<file path="config.mk">
export PLATFORM = sky130hd
export DESIGN_NAME = fp_frame_classifier
export DESIGN_NICKNAME = d
export VERILOG_FILES = /design/src/rtl/fp_frame_classifier.sv
export SDC_FILE = /design/constraint.sdc
export NUM_CORES = 1
export LEC_CHECK = 0
export CAP_MARGIN = 20
export CORE_MARGIN = 8
export CORE_UTILIZATION = 26
export CTS_BUF_LIST = sky130_fd_sc_hd__clkbuf_8
export DETAILED_ROUTE_END_ITERATION = 8
export DONT_BUFFER_PORTS = 1
export PLACE_DENSITY_LB_ADDON = 0.12
export SLEW_MARGIN = 15
export SYNTH_ARGS = -nofsm -noshare
export SYNTH_HDL_FRONTEND = slang
export SYNTH_SLANG_ARGS = --single-unit
</file>
<file path="constraint.sdc">
create_clock -name clk -period 2.2 [get_ports clk]
set_clock_uncertainty 0.15 [all_clocks]
set_input_delay 0.22 -clock clk [delete_from_list [all_inputs] [get_ports clk]]
set_output_delay 0.22 -clock clk [all_outputs]
set_load 0.01 [all_outputs]
</file>
<file path="src/rtl/fp_frame_classifier.sv">
module fp_frame_classifier #(
  parameter int          IDX_W       = 12,
  parameter int          PORT_WORD   = 9,
  parameter int          HDR_WORD    = 12,
  parameter int          ETYPE_WORD  = 3,
  parameter int          CODE_WORD   = 4,
  parameter int          ADDR_WORD   = 5,
  parameter int          LEN_ADJ     = 3,
  parameter logic [15:0] RECOV_ETYPE = 16'hBEEE,
  parameter logic [31:0] RECOV_CODE  = 32'h61646472
) (
  input  logic             clk,
  input  logic             rst_n,
  input  logic             in_valid,
  input  logic             in_sof,
  input  logic             in_eof,
  input  logic [31:0]      in_data,
  input  logic [15:0]      cfg_data_port,
  input  logic [31:0]      cfg_invalid_hdr,
  output logic [2:0]       verdict,
  output logic [31:0]      addr_out,
  output logic             addr_valid,
  output logic [IDX_W-1:0] slow_len
);
  localparam logic [IDX_W-1:0] IDX_MAX = '1;
  localparam logic [IDX_W-1:0] ADJ     = IDX_W'(LEN_ADJ);

  logic             in_frame;
  logic [IDX_W-1:0] idx;
  logic             port_hit, hdr_hit, etype_hit, code_hit, addr_seen;
  logic [31:0]      addr_hold;

  wire              take = in_valid && (in_sof || in_frame);
  wire [IDX_W-1:0]  cur  = in_sof ? '0 : idx;
  wire              keep = !in_sof;

  wire nxt_port  = (port_hit  && keep) || (cur == IDX_W'(PORT_WORD)  && in_data[15:0] == cfg_data_port);
  wire nxt_hdr   = (hdr_hit   && keep) || (cur == IDX_W'(HDR_WORD)   && in_data != cfg_invalid_hdr);
  wire nxt_etype = (etype_hit && keep) || (cur == IDX_W'(ETYPE_WORD) && in_data[15:0] == RECOV_ETYPE);
  wire nxt_code  = (code_hit  && keep) || (cur == IDX_W'(CODE_WORD)  && in_data == RECOV_CODE);
  wire nxt_addr_seen = (addr_seen && keep) || (cur == IDX_W'(ADDR_WORD));
  wire [31:0] nxt_addr = (cur == IDX_W'(ADDR_WORD)) ? in_data : addr_hold;

  wire is_fast = nxt_port && nxt_hdr;
  wire is_rec  = !is_fast && nxt_etype && nxt_code && nxt_addr_seen;
  wire [IDX_W-1:0] len_now = (cur >= ADJ) ? cur - ADJ : '0;

  always_ff @(posedge clk) begin
    if (!rst_n) begin
      in_frame   <= 1'b0;
      idx        <= '0;
      port_hit   <= 1'b0;
      hdr_hit    <= 1'b0;
      etype_hit  <= 1'b0;
      code_hit   <= 1'b0;
      addr_seen  <= 1'b0;
      addr_hold  <= '0;
      verdict    <= '0;
      addr_out   <= '0;
      addr_valid <= 1'b0;
      slow_len   <= '0;
    end else begin
      verdict    <= '0;
      addr_valid <= 1'b0;
      if (take) begin
        idx       <= (cur == IDX_MAX) ? cur : cur + 1'b1;
        in_frame  <= !in_eof;
        port_hit  <= nxt_port;
        hdr_hit   <= nxt_hdr;
        etype_hit <= nxt_etype;
        code_hit  <= nxt_code;
        addr_seen <= nxt_addr_seen;
        addr_hold <= nxt_addr;
        if (in_eof) begin
          if (is_fast) begin
            verdict <= 3'b001;
          end else if (is_rec) begin
            verdict    <= 3'b010;
            addr_out   <= nxt_addr;
            addr_valid <= 1'b1;
          end else begin
            verdict  <= 3'b100;
            slow_len <= len_now;
          end
        end
      end
    end
  end


  verdict_onehot_chk: assert property (@(posedge clk) disable iff (!rst_n)
    $onehot0(verdict));


  verdict_after_eof_chk: assert property (@(posedge clk) disable iff (!rst_n)
    (verdict != 3'b000) |-> $past(in_valid && in_eof));


  addr_strobe_rec_chk: assert property (@(posedge clk) disable iff (!rst_n)
    addr_valid |-> (verdict == 3'b010));


  fast_keeps_addr_chk: assert property (@(posedge clk) disable iff (!rst_n)
    verdict[0] |-> $stable(addr_out));


  slow_no_strobe_chk: assert property (@(posedge clk) disable iff (!rst_n)
    verdict[2] |-> !addr_valid && $stable(addr_out));
endmodule

</file>
==> impl_metrics.env <==
export IMPL_max_freq_mhz=423
export IMPL_ys_types=56
export IMPL_fin_setup_tns_ns=-8.68
export IMPL_switching_share_pct=26.2
export IMPL_violations="negative setup slack"
export IMPL_nets=757
export IMPL_async_reset_ff_share_pct=0
export IMPL_die_w_um=158
export IMPL_setup_viol=78
export IMPL_cp_slowest_cell="or4_4"
export IMPL_leakage_nw=2.30
export IMPL_clockBufferDepth=2
export IMPL_gp_congestion=0.776
export IMPL_area_growth_pct=32.7
export IMPL_power_frac_comb_pct=12.0
export IMPL_fin_hold_ws_ns=0.0251
export IMPL_syn_num_nets=677
export IMPL_ys_seq_area_share_pct=37.0
export IMPL_core_mm2=0.0200
export IMPL_cp_start_kind="flip-flop"
export IMPL_drc=0
export IMPL_ir_worst_vdd_uv=272
export IMPL_cts_buffers=9
export IMPL_crit_chain="nor4_4 -> buf_4 -> buf_4 -> o21a_4 -> nand2_2 -> or4_4 -> buf_12 -> buf_16 -> nand2_4 -> a21oi_1"
export IMPL_p_seq_share_pct=53.6
export IMPL_ioPinCount=133
export IMPL_vias=4637
export IMPL_antenna_cells=0
export IMPL_finalWorstSetupSlack_ns=-0.165
export IMPL_yosysWarnings=0
export IMPL_wl_met2_mm=9.64
export IMPL_grt_pass1_vias=4840
export IMPL_overflow=0
export IMPL_final_max_slew_viol_count=0
export IMPL_initial_core_util_pct=26.2
export IMPL_antenna_found_initial=0
export IMPL_drive_gt1_share_pct=30.2
export IMPL_slowest_delay_ns=0.59
export IMPL_dr_max_layer_used="met4"
export IMPL_area_sequential_mm2=0.00195
export IMPL_grt_pass1_wl_mm=30.0
export IMPL_ctsRootBufferMaster="clkbuf_8"
export IMPL_port_buffers=0
export IMPL_htreeDepth=3
export IMPL_arrival_ns=2.46
export IMPL_cts_tree="yes"
export IMPL_clk_latency_ns=0.39
export IMPL_worstSetupPathType="flip-flop to flip-flop"
export IMPL_wl_met3_mm=1.46
export IMPL_clockPowerShare_pct=34.4
export IMPL_critPathCaptureType="flip-flop"
export IMPL_internal_power_mw=2.45
export IMPL_dr_pass1_iters=4
export IMPL_wl_met1_mm=8.60
export IMPL_p_switching_mw=0.870
export IMPL_wirelength_mm=20.0
export IMPL_relSlewSlack_pct=60.3
export IMPL_crit_fanout=5
export IMPL_power_density_mw_per_mm2=476
export IMPL_wl_per_cell_um=21.2
export IMPL_synth_ff_type="dfxtp_1"
export IMPL_worst_pin_slew_ns=0.595
export IMPL_rsz0062_at_grt="yes"
export IMPL_crit_required_ns=2.30
export IMPL_num_rows=52
export IMPL_vias_per_cell=4.91
export IMPL_synth_seq_cells=97
export IMPL_multi_input_area_mm2=0.00328
export IMPL_clkSinkCount=97
export IMPL_path_clk_slew_ns=0.09
export IMPL_grt_use_total_pct=16.2
export IMPL_cap_viol_max_count=0
export IMPL_hold_path_class="input pin to flip-flop"
export IMPL_avgSynthCellArea_um2=8.89
export IMPL_grt_max_degree=43
export IMPL_synth_cells=591
export IMPL_status="finished, violations left"
export IMPL_period_share_pct=107
export IMPL_netlist_area_mm2=0.00525
export IMPL_final_hold_viol_count=0
export IMPL_cp_common_cell="buf_4"
export IMPL_fp_dieH_um=158
export IMPL_synth_edf_count=0
export IMPL_dieArea_mm2=0.0250
export IMPL_drt_iter0_markers=200
export IMPL_ant_nets=0
export IMPL_hpwl_mm=14.1
export IMPL_n_fill_cell=2112
export IMPL_pre_cts_ws_ns=-0.348
export IMPL_period_needed_ns=2.36
## power by group through the flow
stage | clock network (mW) | logic (mW) | registers (mW)
after floorplan | 0 | 0.210 | 1.82
after global placement | 0 | 0.303 | 1.82
after detailed placement | 0 | 0.302 | 1.82
after CTS | 1.18 | 0.393 | 1.78
after global routing | 1.25 | 0.429 | 1.78
final | 1.14 | 0.399 | 1.78
## Yosys cell counts, types with 4 or more instances
cell type / number / share of area [%]
inv_1: 7 / 0.50
nor3_1: 8 / 0.76
nor4b_1: 4 / 0.67
dfxtp_1: 97 / 37
nor2_1: 22 / 1.6
xor2_1: 40 / 6.7
a21oi_1: 85 / 8.1
nand3_1: 9 / 0.86
nor4_1: 11 / 1.3
mux2i_1: 40 / 7.6
buf_4: 5 / 0.71
nand4_1: 11 / 1.3
nor2b_1: 4 / 0.48
nand2_1: 96 / 6.9
xnor2_1: 15 / 2.5
a211oi_2: 30 / 7.1
o21ai_0: 11 / 1.0
buf_2: 14 / 1.3
a211oi_1: 6 / 0.86
clkbuf_1: 25 / 1.8
## cell families (layout without fill, tap and decap cells)
logic type,Yosys count,in the layout,share of synthesized area (%)
compound gates,153,153,21.2
xor+xnor,55,55,9.17
fa+ha+maj,1,1,0.238
buf+inv,54,138,5.48
flops,97,97,37.0
mux,42,42,8.05
simple gates,189,189,18.9
## flip-flops by register name, summed over array words and instances (netlist names)
signal / cells
addr_hold: 32
addr_out: 32
addr_seen: 1
code_hit: 1
etype_hit: 1
hdr_hit: 1
idx: 12
in_frame: 1
port_hit: 1
slow_len: 12
verdict: 3
## area by class of cell
class | count | share of cell area, %
timing repair buffer | 116 | 17.1
inverter | 7 | 0.377
tap | 270 | 4.85
multi-input combinational | 440 | 47.1
clock buffer | 12 | 2.37
clock inverter | 3 | 0.215
sequential | 97 | 28.0
## critical path, delay by kind of cell, from the launching register on
| family | cells | cell delay (ns) |
|---|---|---|
| buffers and inverters | 4 | 0.60 |
| and+or+nand+nor | 4 | 0.95 |
| AOI/OAI and AO/OA | 2 | 0.18 |
| DFF | 1 | 0.34 |
## timing repair
item / CTS / global route
gates cloned: 4 / 0
buffers inserted: 11 / 6
setup endpoints to repair: 80 / 83
hold buffers: 35 / 0
resized for setup: 53 / 35
pin swaps: 31 / 14
endpoints found under the hold margin: 84 / 0
## cells in the final DEF (no fill, tap or decap), drive strengths merged, types with 3 or more instances in the layout
cell type    instances
nor2                24
o21a                 3
buf                 81
and2                 3
a211oi              36
nor4                15
clkbuf              12
nand3                9
a31oi                3
dfxtp               97
nor4b                5
clkinv               3
xnor2               15
nand4               11
mux2i               40
nor3                 9
a21oi               86
nand2               97
o21ai               12
inv                  7
dlygate4sd3         35
nor2b                4
xor2                40
## per-stage QoR
stage | cells | cell area (um2) | utilization (%) | power [mW]
floorplan | 591 | 5260 | - | 2.03
global placement | 878 | 5930 | 29.6 | 2.12
detailed placement | 878 | 5930 | 29.6 | 2.12
CTS | 942 | 6860 | 34.2 | 3.35
global route | 945 | 6970 | 34.8 | 3.46
finish | 945 | 6970 | 34.8 | 3.32
## worst paths after layout
| check | cells past startpoint | slack (ns) | to | start |
|---|---|---|---|---|
| setup / recovery | 10 | -0.16 | addr_hold[3] | idx[5] |
| hold / removal | 3 | 0.03 | slow_len[4] | in_sof |
| setup reg to reg | 10 | -0.16 | addr_hold[3] | idx[5] |
| hold reg to reg | 2 | 0.31 | addr_hold[11] | addr_hold[11] |
## per-layer routing
layer	vias up	global-route usage [%]
met5	-	0
met4	0	5.34
met3	23	4.45
met2	124	26.9
met1	2237	19.7
li1	2253	-
No activity file was read; power rests on OpenSTA's default activity.
